===== src/rtl/rtmr_pkg.sv =====
// Package: shared types for the reload timer.
// Assumes nothing beyond IEEE 1800-2017.
package rtmr_pkg;
    typedef enum logic [1:0] {
        SRC_SYS   = 2'd0,
        SRC_DIV12 = 2'd1,
        SRC_EXT8  = 2'd2,
        SRC_OFF   = 2'd3
    } clk_src_e;
endpackage


===== src/rtl/rtmr_tick_gen.sv =====
// Module: rtmr_tick_gen
// Makes a single-cycle count enable from the selected source: every cycle,
// a free-running divide-by-SYS_DIV prescaler, or every EXT_DIV-th rising
// edge of an asynchronous oscillator after a SYNC_STAGES flop synchroniser.
// Assumes SYS_DIV >= 2, EXT_DIV >= 2 and SYNC_STAGES >= 2. Runs on one clock.
module rtmr_tick_gen
    import rtmr_pkg::*;
#(
    parameter int SYS_DIV     = 12,
    parameter int EXT_DIV     = 8,
    parameter int SYNC_STAGES = 2
) (
    input  logic       clk,
    input  logic       rst_n,
    input  logic [1:0] clk_sel,
    input  logic       ext_osc,
    output logic       tick
);
    localparam int SW = $clog2(SYS_DIV);
    localparam int EW = $clog2(EXT_DIV);

    logic [SW-1:0]          sys_cnt_q;
    logic [EW-1:0]          ext_cnt_q;
    logic [SYNC_STAGES-1:0] sync_q;
    logic                   prev_q;
    logic                   ext_rise;
    logic                   div_tick;
    logic                   ext_tick;

    // Purpose: free-running system-clock prescaler.
    always_ff @(posedge clk) begin
        if (!rst_n)
            sys_cnt_q <= '0;
        else if (sys_cnt_q == SW'(SYS_DIV - 1))
            sys_cnt_q <= '0;
        else
            sys_cnt_q <= sys_cnt_q + 1'b1;
    end

    assign div_tick = (sys_cnt_q == SW'(SYS_DIV - 1));

    // Purpose: bring the external oscillator into the clock domain.
    always_ff @(posedge clk) begin
        if (!rst_n) begin
            sync_q <= '0;
            prev_q <= 1'b0;
        end else begin
            sync_q <= {sync_q[SYNC_STAGES-2:0], ext_osc};
            prev_q <= sync_q[SYNC_STAGES-1];
        end
    end

    assign ext_rise = sync_q[SYNC_STAGES-1] & ~prev_q;

    // Purpose: count synchronised rising edges of the oscillator.
    always_ff @(posedge clk) begin
        if (!rst_n)
            ext_cnt_q <= '0;
        else if (ext_rise)
            ext_cnt_q <= (ext_cnt_q == EW'(EXT_DIV - 1)) ? '0 : ext_cnt_q + 1'b1;
    end

    assign ext_tick = ext_rise && (ext_cnt_q == EW'(EXT_DIV - 1));

    // Purpose: pick the tick of the selected source.
    always_comb begin
        case (clk_src_e'(clk_sel))
            SRC_SYS:   tick = 1'b1;
            SRC_DIV12: tick = div_tick;
            SRC_EXT8:  tick = ext_tick;
            default:   tick = 1'b0;
        endcase
    end

    // the prescaler tick never lasts two cycles.
    assert_div_single_R9: assert property (@(posedge clk) disable iff (!rst_n)
        div_tick |=> !div_tick);
    // an external tick happens only on a synchronised rising edge.
    assert_ext_on_edge_R9: assert property (@(posedge clk) disable iff (!rst_n)
        ext_tick |-> (sync_q[SYNC_STAGES-1] && !prev_q));
    // the off source never ticks.
    assert_off_silent_R9: assert property (@(posedge clk) disable iff (!rst_n)
        (clk_sel == 2'd3) |-> !tick);
endmodule


===== src/rtl/rtmr_count_core.sv =====
// Module: rtmr_count_core
// Holds the counter, the two sticky flags and the overflow pulse. It steps
// in 16-bit or split mode on each tick. Counter writes win over stepping.
// Assumes WIDTH is even; the two halves are WIDTH/2 bits each.
module rtmr_count_core #(
    parameter int WIDTH = 16
) (
    input  logic             clk,
    input  logic             rst_n,
    input  logic             tick,
    input  logic             split_en,
    input  logic             run_lo,
    input  logic             run_hi,
    input  logic [WIDTH-1:0] reload_val,
    input  logic             wr_lo,
    input  logic             wr_hi,
    input  logic [WIDTH-1:0] wdata,
    input  logic             clr_lo,
    input  logic             clr_hi,
    output logic [WIDTH-1:0] count,
    output logic             ovf_lo,
    output logic             ovf_hi,
    output logic             ovf_pulse
);
    localparam int HALF = WIDTH / 2;

    logic [1:0][HALF-1:0] cnt_q;
    logic [1:0][HALF-1:0] split_nxt;
    logic [1:0]           split_ev;
    logic [1:0]           run_v;
    logic [1:0]           wr_v;
    logic [1:0][HALF-1:0] rl_v;
    logic [1:0][HALF-1:0] wd_v;
    logic [WIDTH-1:0]     full_nxt;
    logic                 full_ev;
    logic [WIDTH-1:0]     cnt_d;
    logic [1:0]           ev;
    logic [1:0]           flag_q;
    logic                 pulse_q;

    assign run_v = {run_hi, run_lo};
    assign wr_v  = {wr_hi, wr_lo};
    assign rl_v  = reload_val;
    assign wd_v  = wdata;

    // Split mode: each half is its own auto-reload timer.
    for (genvar g = 0; g < 2; g++) begin : g_half
        // Purpose: next value and overflow event of one 8-bit half.
        always_comb begin
            split_nxt[g] = cnt_q[g];
            split_ev[g]  = 1'b0;
            if (wr_v[g])
                split_nxt[g] = wd_v[g];
            else if (tick && run_v[g]) begin
                if (&cnt_q[g]) begin
                    split_nxt[g] = rl_v[g];
                    split_ev[g]  = 1'b1;
                end else
                    split_nxt[g] = cnt_q[g] + 1'b1;
            end
        end
    end

    // Purpose: next value and overflow event of the full-width timer.
    always_comb begin
        full_nxt = cnt_q;
        full_ev  = 1'b0;
        if (|wr_v) begin
            full_nxt[HALF-1:0]     = wr_lo ? wd_v[0] : cnt_q[0];
            full_nxt[WIDTH-1:HALF] = wr_hi ? wd_v[1] : cnt_q[1];
        end else if (tick && run_lo) begin
            if (&cnt_q) begin
                full_nxt = reload_val;
                full_ev  = 1'b1;
            end else
                full_nxt = cnt_q + 1'b1;
        end
    end

    // Purpose: choose the mode's result.
    always_comb begin
        if (split_en) begin
            cnt_d = split_nxt;
            ev    = split_ev;
        end else begin
            cnt_d = full_nxt;
            ev    = {full_ev, 1'b0};
        end
    end

    // Purpose: register counter, sticky flags and event pulse.
    always_ff @(posedge clk) begin
        if (!rst_n) begin
            cnt_q   <= '0;
            flag_q  <= '0;
            pulse_q <= 1'b0;
        end else begin
            cnt_q   <= cnt_d;
            flag_q  <= (flag_q & ~{clr_hi, clr_lo}) | ev;
            pulse_q <= |ev;
        end
    end

    assign count     = cnt_q;
    assign ovf_lo    = flag_q[0];
    assign ovf_hi    = flag_q[1];
    assign ovf_pulse = pulse_q;

    // a full-width rollover loads the reload value and sets the high flag.
    assert_reload16_R3: assert property (@(posedge clk) disable iff (!rst_n)
        (!split_en && tick && run_lo && !wr_lo && !wr_hi && (&count))
        |=> (count == $past(reload_val)) && ovf_hi);
    // a low-half rollover in split mode reloads the low byte and sets its flag.
    assert_split_lo_R4: assert property (@(posedge clk) disable iff (!rst_n)
        (split_en && tick && run_lo && !wr_lo && (&count[HALF-1:0]))
        |=> (count[HALF-1:0] == $past(reload_val[HALF-1:0])) && ovf_lo);
    // the high half does not move in split mode unless it runs or is written.
    assert_no_carry_R4: assert property (@(posedge clk) disable iff (!rst_n)
        (split_en && !wr_hi && !(tick && run_hi)) |=> $stable(count[WIDTH-1:HALF]));
    // a low-byte write lands unchanged, whatever the tick did.
    assert_write_lo_R7: assert property (@(posedge clk) disable iff (!rst_n)
        wr_lo |=> (count[HALF-1:0] == $past(wdata[HALF-1:0])));
    // a set flag survives any cycle without its clear.
    assert_sticky_hi_R8: assert property (@(posedge clk) disable iff (!rst_n)
        (ovf_hi && !clr_hi) |=> ovf_hi);
    // the pulse never lasts longer than the events that cause it.
    assert_pulse_flag_R6: assert property (@(posedge clk) disable iff (!rst_n)
        ovf_pulse |-> (ovf_lo || ovf_hi));
endmodule


===== src/rtl/reload_timer.sv =====
// Module: reload_timer (top)
// A 16-bit auto-reload timer that can also run as two 8-bit timers.
// It has a selectable tick source, sticky overflow flags and an overflow
// pulse. Assumes one system clock domain; ext_osc may be asynchronous.
module reload_timer #(
    parameter int WIDTH       = 16,
    parameter int SYS_DIV     = 12,
    parameter int EXT_DIV     = 8,
    parameter int SYNC_STAGES = 2
) (
    input  logic             clk,
    input  logic             rst_n,
    input  logic [1:0]       clk_sel,
    input  logic             ext_osc,
    input  logic             split_en,
    input  logic             run_lo,
    input  logic             run_hi,
    input  logic [WIDTH-1:0] reload_val,
    input  logic             cnt_wr_lo,
    input  logic             cnt_wr_hi,
    input  logic [WIDTH-1:0] cnt_wdata,
    input  logic             flag_clr_lo,
    input  logic             flag_clr_hi,
    output logic [WIDTH-1:0] count,
    output logic             ovf_lo,
    output logic             ovf_hi,
    output logic             ovf_pulse
);
    logic tick;

    rtmr_tick_gen #(
        .SYS_DIV    (SYS_DIV),
        .EXT_DIV    (EXT_DIV),
        .SYNC_STAGES(SYNC_STAGES)
    ) u_tick (
        .clk    (clk),
        .rst_n  (rst_n),
        .clk_sel(clk_sel),
        .ext_osc(ext_osc),
        .tick   (tick)
    );

    rtmr_count_core #(
        .WIDTH(WIDTH)
    ) u_core (
        .clk       (clk),
        .rst_n     (rst_n),
        .tick      (tick),
        .split_en  (split_en),
        .run_lo    (run_lo),
        .run_hi    (run_hi),
        .reload_val(reload_val),
        .wr_lo     (cnt_wr_lo),
        .wr_hi     (cnt_wr_hi),
        .wdata     (cnt_wdata),
        .clr_lo    (flag_clr_lo),
        .clr_hi    (flag_clr_hi),
        .count     (count),
        .ovf_lo    (ovf_lo),
        .ovf_hi    (ovf_hi),
        .ovf_pulse (ovf_pulse)
    );

    // the cycle after reset shows a cleared timer.
    assert_reset_state_R1: assert property (@(posedge clk)
        !rst_n |=> (count == '0) && !ovf_lo && !ovf_hi && !ovf_pulse);
endmodule


===== config.mk =====
export PLATFORM = sky130hd
export DESIGN_NAME = reload_timer
export DESIGN_NICKNAME = d
export VERILOG_FILES = /design/src/rtl/rtmr_pkg.sv /design/src/rtl/rtmr_tick_gen.sv /design/src/rtl/rtmr_count_core.sv /design/src/rtl/reload_timer.sv
export SDC_FILE = /design/constraint.sdc
export NUM_CORES = 1
export LEC_CHECK = 0
export ABC_AREA = 0
export BUFFER_PORTS_ARGS = -buffer_cell sky130_fd_sc_hd__buf_4
export CORE_UTILIZATION = 40
export CTS_BUF_LIST = sky130_fd_sc_hd__clkbuf_8
export CTS_CLUSTER_SIZE = 40
export DETAILED_ROUTE_END_ITERATION = 10
export PLACE_DENSITY = 0.62
export SLEW_MARGIN = 0
export SYNTH_ARGS = -nofsm -noshare
export SYNTH_HDL_FRONTEND = slang
export SYNTH_SLANG_ARGS = --single-unit

===== constraint.sdc =====
create_clock -name clk -period 2.6 [get_ports clk]
set_input_delay 0.13 -clock clk [delete_from_list [all_inputs] [get_ports clk]]
set_output_delay 0.13 -clock clk [all_outputs]
set_load 0.1 [all_outputs]

==> results of run 1 <==
-- cells in the mapped netlist, types with 4 or more instances --
master,number
dfxtp_1,29
nor3_1,12
buf_6,4
nand2_1,40
nand2b_1,4
xnor2_1,8
ha_1,5
nand3_1,13
buf_4,6
nor2b_1,7
xor2_1,6
clkbuf_1,8
o21ai_0,22
o221ai_1,4
a31oi_1,12
o211ai_1,6
inv_1,5
a21oi_1,24
nor2_1,21
a211oi_1,8
mux2i_1,4
-- how the worst max path moves through the flow --
stage | from | end | slack, ns | cells past startpoint
final | u_tick.ext_cnt_q[0] | u_core.count[10] | 0.44 | 8
after global routing | u_tick.ext_cnt_q[0] | u_core.count[10] | 0.29 | 8
after CTS | u_tick.ext_cnt_q[0] | u_core.count[10] | 0.44 | 8
after detailed placement | u_tick.ext_cnt_q[0] | u_core.count[10] | 0.46 | 8
after global placement | u_tick.ext_cnt_q[0] | u_core.count[10] | 0.51 | 8
after floorplan | u_core.count[2] | u_core.count[5] | 0.09 | 7
-- area by class of cell --
class	count	share of cell area (%)
tap	72	3.12
clock buffer	5	2.38
timing repair buffer	72	18.7
multi-input combinational	248	54.1
sequential	29	20.3
inverter	6	0.780
clock inverter	3	0.606
-- per-layer routing --
metal  share of wire (%)  GRT usage [%]
met3                 8.5           3.60
met4                0.98           6.30
met1                  44           33.7
met2                  46           41.1
met5                   0              0
-- registers in the layout, summed over array words and instances, names as in the netlist --
name	flops
u_core.ovf_pulse	1
u_core.count	16
u_tick.ext_cnt_q	3
u_tick.prev_q	1
u_core.flag_q	2
u_tick.sync_q	2
u_tick.sys_cnt_q	4
-- critical path: cells and delay by family (launching register included) --
family	cells	cell delay, ns
flip-flops	1	0.36
buffers and inverters	2	0.29
adder cells (fa/ha/maj)	2	0.33
AO/OA/AOI/OAI	4	1.05
-- logic make-up after synthesis --
group / count (synthesis) / synth area share, %
flip-flops: 29 / 24.8
multiplexers: 6 / 2.67
buffers and inverters: 30 / 8.44
adder cells (fa/ha/maj): 5 / 2.67
XOR/XNOR: 14 / 5.24
AND/OR/NAND/NOR: 121 / 27.3
AO/OA/AOI/OAI: 102 / 28.9
-- through the flow --
step                      worst slack [ns]  total power [mW]
after global routing                 0.290              1.42
after global placement               0.513             0.978
final                                0.443              1.35
after floorplan                     0.0875             0.849
after CTS                            0.445              1.36
after detailed placement             0.465             0.978
-- report_power, final --
group | switching [mW] | leakage (nW) | internal [mW]
logic | 0.303 | 0.841 | 0.152
registers | 0.0438 | 0.240 | 0.474
clock network | 0.194 | 0.0439 | 0.185
-- placed cells by master, fill, tap and decap left out, types with 3 or more instances in the layout --
cell type / instances
or2_2: 3
xnor2_1: 8
a211oi_1: 8
nand3_1: 13
nand2_1: 40
nor2_1: 21
nor2b_1: 7
o211ai_1: 6
a21boi_0: 3
inv_1: 5
ha_1: 5
dfxtp_1: 25
buf_4: 72
nor3_1: 12
and2_1: 3
nand4_1: 3
a21oi_1: 24
nor3b_1: 3
a31oi_1: 12
nand2b_1: 4
clkbuf_8: 5
o221ai_1: 4
mux2i_1: 4
o21ai_0: 22
xor2_1: 6
dfxtp_2: 4
==> results.cfg, run 1 <==
[global_routing]
grt_pass1_wl_mm = 12.1
grt_max_degree = 33
grt_usage_pct = 24.9
antenna_found_initial = 0
grt_pass1_vias = 2464
grt.overflow.total = 0

[layout]
finalNetCount = 411
seqCellArea_um2 = 586
final_core_util_pct = 51.8
antenna_cells = 0
fillers = 574
final_cell_area_um2 = 2890
multi_input_area_um2 = 1560
final_cells = 435
drive_above_1_share_pct = 27.5
area_growth_syn_to_layout_pct = 23.3

[min_path]
hp-start = ext_osc
worstHoldPathType = input port to flip-flop
hold_depth = 2
holdPathEnd = u_tick.sync_q[0]

[clock_network]
cts_buffers = 5
ctsHoldBuffers = 0
cts.htree.levels = 2
clkTransAtPathRegs_ns = 0.07
cts_tree = done
cts_buffer_depth = 2
worstSkewPairLatency_ns = 0.28
postCtsSetupBuffers = 0
clockRootBuffer = clkbuf_8
clkSinkCount = 29
cts.repair.resized = 0

[timing]
fin_crit_sh_pct = 82.9
fmax_ghz = 0.464
skew_ns = 0.00377
rsz0062_at_grt = false
period_needed_ns = 2.16
setup_tns_ns = 0
hold_violations = 0
max_slew_margin_pct = 63.7
tightest_slew_ns = 0.541
holdWs_ns = 0.0746
drv_slew = 0
finalSetupViolCount = 0

[synth]
yosys-top-cells-area = dfxtp_1 25%, nand2_1 6.4%, a21oi_1 5.1%, o21ai_0 4.7%, nor2_1 3.4%
yosysSeqAreaShare_pct = 24.8
async_flop_share_pct = 0
syn_inst = 307
synth_fp_nets = 356
synth_seq_cells = 29
synth_area_um2 = 2340
synth_edf_count = 0
ys.flop_type = dfxtp_1
yosysTopAreaCell = dfxtp_1
synth_top_area_share_pct = 24.8
synth.avg_cell_area_um2 = 7.63
yosys_warnings = 0
ys_types = 59

[detailed_routing]
drt-pass1-iter-count = 5
drt-vias-per-instance = 5.95
wl_per_cell_um = 17.0
vias = 2588
ant_nets = 0
drt-total-wl_mm = 7.38
drc = 0
drtIter0Drc = 235

[pwr]
peakVddDrop_v = 0.000298
power_leakage_nw = 1.13
p_per_area_nw_per_um2 = 468

[placed_design]
place.port_buffers = 62
dp_cells = 427
dp_hpwl_mm = 5.39
gp_congestion = 0.947
postPlaceCellArea_um2 = 2800

[die]
core_um2 = 5570
die_w_um = 78.5
start_util_pct = 42.0
die_area_um2 = 6170
fp-row-count = 27
chipHeight_um = 78.5
pin_count = 63

[setup_path]
cp_slowest_cell = o311a_1
cp-end-kind = flip-flop
worstPathMaxFanout = 8
cpMostUsedCell = ha_1
worstPathArrival_ns = 2.33
worst-r2r-setup-slack_ns = 0.44
crit_chain = ha_1 -> ha_1 -> inv_1 -> o311a_1 -> o21ai_2 -> buf_4 -> o211ai_1 -> o221a_2
startpoint_type = flip-flop
r2r-end = u_core.count[10]
rr_worst_depth = 8
critical_path_class = flip-flop to flip-flop
regToRegStartpoint = u_tick.ext_cnt_q[0]
required_ns = 2.77
slowest_delay_ns = 0.41

[job]
max_cap_violations = 0

[run_status]
outcome = finished, final reports clean
Note: power is estimated with default switching activity, not from simulation.
==> run 2: changes to the inputs <==
--- a/config.mk
+++ b/config.mk
@@ -5,13 +5,13 @@
 export SDC_FILE = /design/constraint.sdc
 export NUM_CORES = 1
 export LEC_CHECK = 0
-export ABC_AREA = 0
+export ABC_AREA = 1
 export BUFFER_PORTS_ARGS = -buffer_cell sky130_fd_sc_hd__buf_4
 export CORE_UTILIZATION = 40
 export CTS_BUF_LIST = sky130_fd_sc_hd__clkbuf_8
 export CTS_CLUSTER_SIZE = 40
 export DETAILED_ROUTE_END_ITERATION = 10
-export PLACE_DENSITY = 0.62
+export PLACE_DENSITY = 0.63
 export SLEW_MARGIN = 0
 export SYNTH_ARGS = -nofsm -noshare
 export SYNTH_HDL_FRONTEND = slang
==> constraint.sdc (replaced) <==
create_clock -name clk -period 1.8 [get_ports clk]
set_input_delay 0.09 -clock clk [delete_from_list [all_inputs] [get_ports clk]]
set_output_delay 0.09 -clock clk [all_outputs]
set_load 0.1 [all_outputs]
==> run 2 against run 1 <==
Compared with the run above: global-route usage up 2.5 points; clock power rose by 47%; hold slack worse by 0.023 ns; combinational power up 78%.
==> results.cfg, run 2 <==
[global_routing]
grt_usage_pct = 27.4
grt_pass1_wl_mm = 13.6
grt_max_degree = 23
antenna_found_initial = 0
grt_pass1_vias = 2864
grt.overflow.total = 0

[die]
fp-row-count = 28
die_area_um2 = 6470
pin_count = 63
die_w_um = 80.4
start_util_pct = 41.6
chipHeight_um = 80.4
core_um2 = 5920

[synth]
synth_common_cells = 130 x nand2_1, 54 x inv_1, 47 x nor2_1
async_flop_share_pct = 0
yosysSeqAreaShare_pct = 23.6
synth_fp_nets = 478
ys_types = 34
yosys_warnings = 0
yosys-top-cells-area = dfxtp_1 24%, nand2_1 20%, inv_1 8.2%, a21oi_1 7.5%, nor2_1 7.2%
synth_edf_count = 0
ys.flop_type = dfxtp_1
synth_most_common_cell = nand2_1
synth_area_um2 = 2460
synth.avg_cell_area_um2 = 5.74
synth_seq_cells = 29
yosysTopAreaCell = dfxtp_1
synth_top_area_share_pct = 23.6
syn_inst = 429

[detailed_routing]
drt-total-wl_mm = 8.28
vias = 3108
drc = 0
ant_nets = 0
drtIter0Drc = 299
drt-pass1-iter-count = 5
drt-vias-per-instance = 5.21
wl_per_cell_um = 13.9

[layout]
antenna_cells = 0
final_cell_mix = 125 x nand2_1, 91 x buf_4, 54 x inv_1
largest_reg_flops = 16
area_growth_syn_to_layout_pct = 39.7
drive_above_1_share_pct = 29.6
final_common_cell = nand2_1
finalNetCount = 569

[pwr]
pwr-share-clk_pct = 26.5
sw_frac_of_total_pct = 41.6
seqPwrFrac_pct = 34.8
p_switching_uw = 873
power_mw = 2.10
combPwrFrac_pct = 38.7
p_per_area_nw_per_um2 = 611
internal_power_mw = 1.23
power_leakage_nw = 1.76
peakVddDrop_v = 0.000319

[setup_path]
required_ns = 1.98
startpoint_type = flip-flop
worstPathMaxFanout = 5
worstPathArrival_ns = 1.90
cp-end-kind = flip-flop
critical_path_class = flip-flop to flip-flop

[timing]
max_slew_margin_pct = 59.6
finalSetupViolCount = 0
drv_slew = 0
holdWs_ns = 0.0512
fmax_ghz = 0.582
fin_crit_sh_pct = 95.4
hold_violations = 0
tightest_slew_ns = 0.605
period_needed_ns = 1.72
skew_ns = 0.0111

[placed_design]
place.port_buffers = 62
gp_congestion = 0.882
dp_hpwl_mm = 6.20

[clock_network]
clkTransAtPathRegs_ns = 0.07
cts_buffer_depth = 2
clkSinkCount = 29
worstSkewPairLatency_ns = 0.30
cts_tree = done
cts.htree.levels = 2
clockRootBuffer = clkbuf_8
cts_buffers = 5

[run_status]
outcome = finished, final reports clean

[job]
max_cap_violations = 0

[min_path]
worstHoldPathType = input port to flip-flop
-- run 2: stage by stage --
step           std cells  util, %  worst slack, ns   TNS, ns  instance area [µm²]
2_1_floorplan        429        -         -0.00722  -0.00722                 2510
3_3_place_gp         580     53.9           0.0832         0                 3190
3_5_place_dp         580     53.9          0.00311         0                 3190
4_1_cts              589     55.6          0.00641         0                 3290
5_1_grt              596     58.1          -0.0164   -0.0333                 3440
6_report             596     58.1           0.0821         0                 3440
-- run 2: per-layer routing --
| layer | wire (µm) | GRT usage [%] | share of wire, % |
|---|---|---|---|
| met3 | 522 | 3.52 | 6.3 |
| met2 | 3770 | 45.5 | 46 |
| met5 | 0 | 0 | 0 |
| met1 | 3860 | 36.9 | 47 |
| met4 | 119 | 7.68 | 1.4 |
-- run 2: repair_timing --
action,4_1_cts,5_1_grt
hold endpoints to repair,1,0
buffers inserted,0,6
hold buffers,1,0
setup endpoints to repair,1,16
gates resized for setup,2,26
gates cloned,0,1
pin swaps,0,8
-- run 2: worst max-delay path, cell delays in order, from the launching register on --
cell,delay [ns]
dfxtp_2,0.36
ha_4,0.15
ha_4,0.12
nand3_1,0.07
nand2_1,0.08
nand2_2,0.08
a21oi_4,0.17
nand2_2,0.10
nand2_4,0.09
buf_6,0.14
nand3_1,0.06
nor2_1,0.13
nor2_1,0.05
-- run 2: power by group through the flow --
stage	clock network [mW]	logic, mW	registers, mW
after floorplan	0	0.275	0.986
after global placement	0	0.776	0.742
after detailed placement	0	0.778	0.743
after CTS	0.569	0.783	0.729
after global routing	0.582	0.885	0.736
final	0.557	0.812	0.731
-- run 2: area by class of cell --
class                   count  area, µm²
clock buffers               5       68.8
clock inverters             3       17.5
fillers                   612       2480
inverters                  59        226
multi-input cells         329       1680
flip-flops and latches     29        618
well taps                  75       93.8
repair buffers             96        732
-- run 2: final timing paths --
| path | end | slack, ns | from | cells past startpoint |
|---|---|---|---|---|
| worst max-delay path | u_core.count[4] | 0.08 | u_tick.ext_cnt_q[0] | 12 |
| worst min-delay path | u_core.flag_q[0] | 0.05 | flag_clr_lo | 4 |
| worst max register to register | u_core.count[4] | 0.08 | u_tick.ext_cnt_q[0] | 12 |
| worst min register to register | u_tick.sync_q[1] | 0.41 | u_tick.sync_q[0] | 2 |
-- run 2: cells by family (layout without fill, tap and decap cells) --
family | count (synthesis) | count (layout) | synth area share (%)
adders and majority gates | 5 | 5 | 2.54
DFF | 29 | 29 | 23.6
buffers and inverters | 71 | 163 | 11.9
AOI/OAI and AO/OA | 87 | 87 | 19.4
xor gates and xnor gates | 4 | 4 | 1.42
and+or+nand+nor | 233 | 233 | 41.1
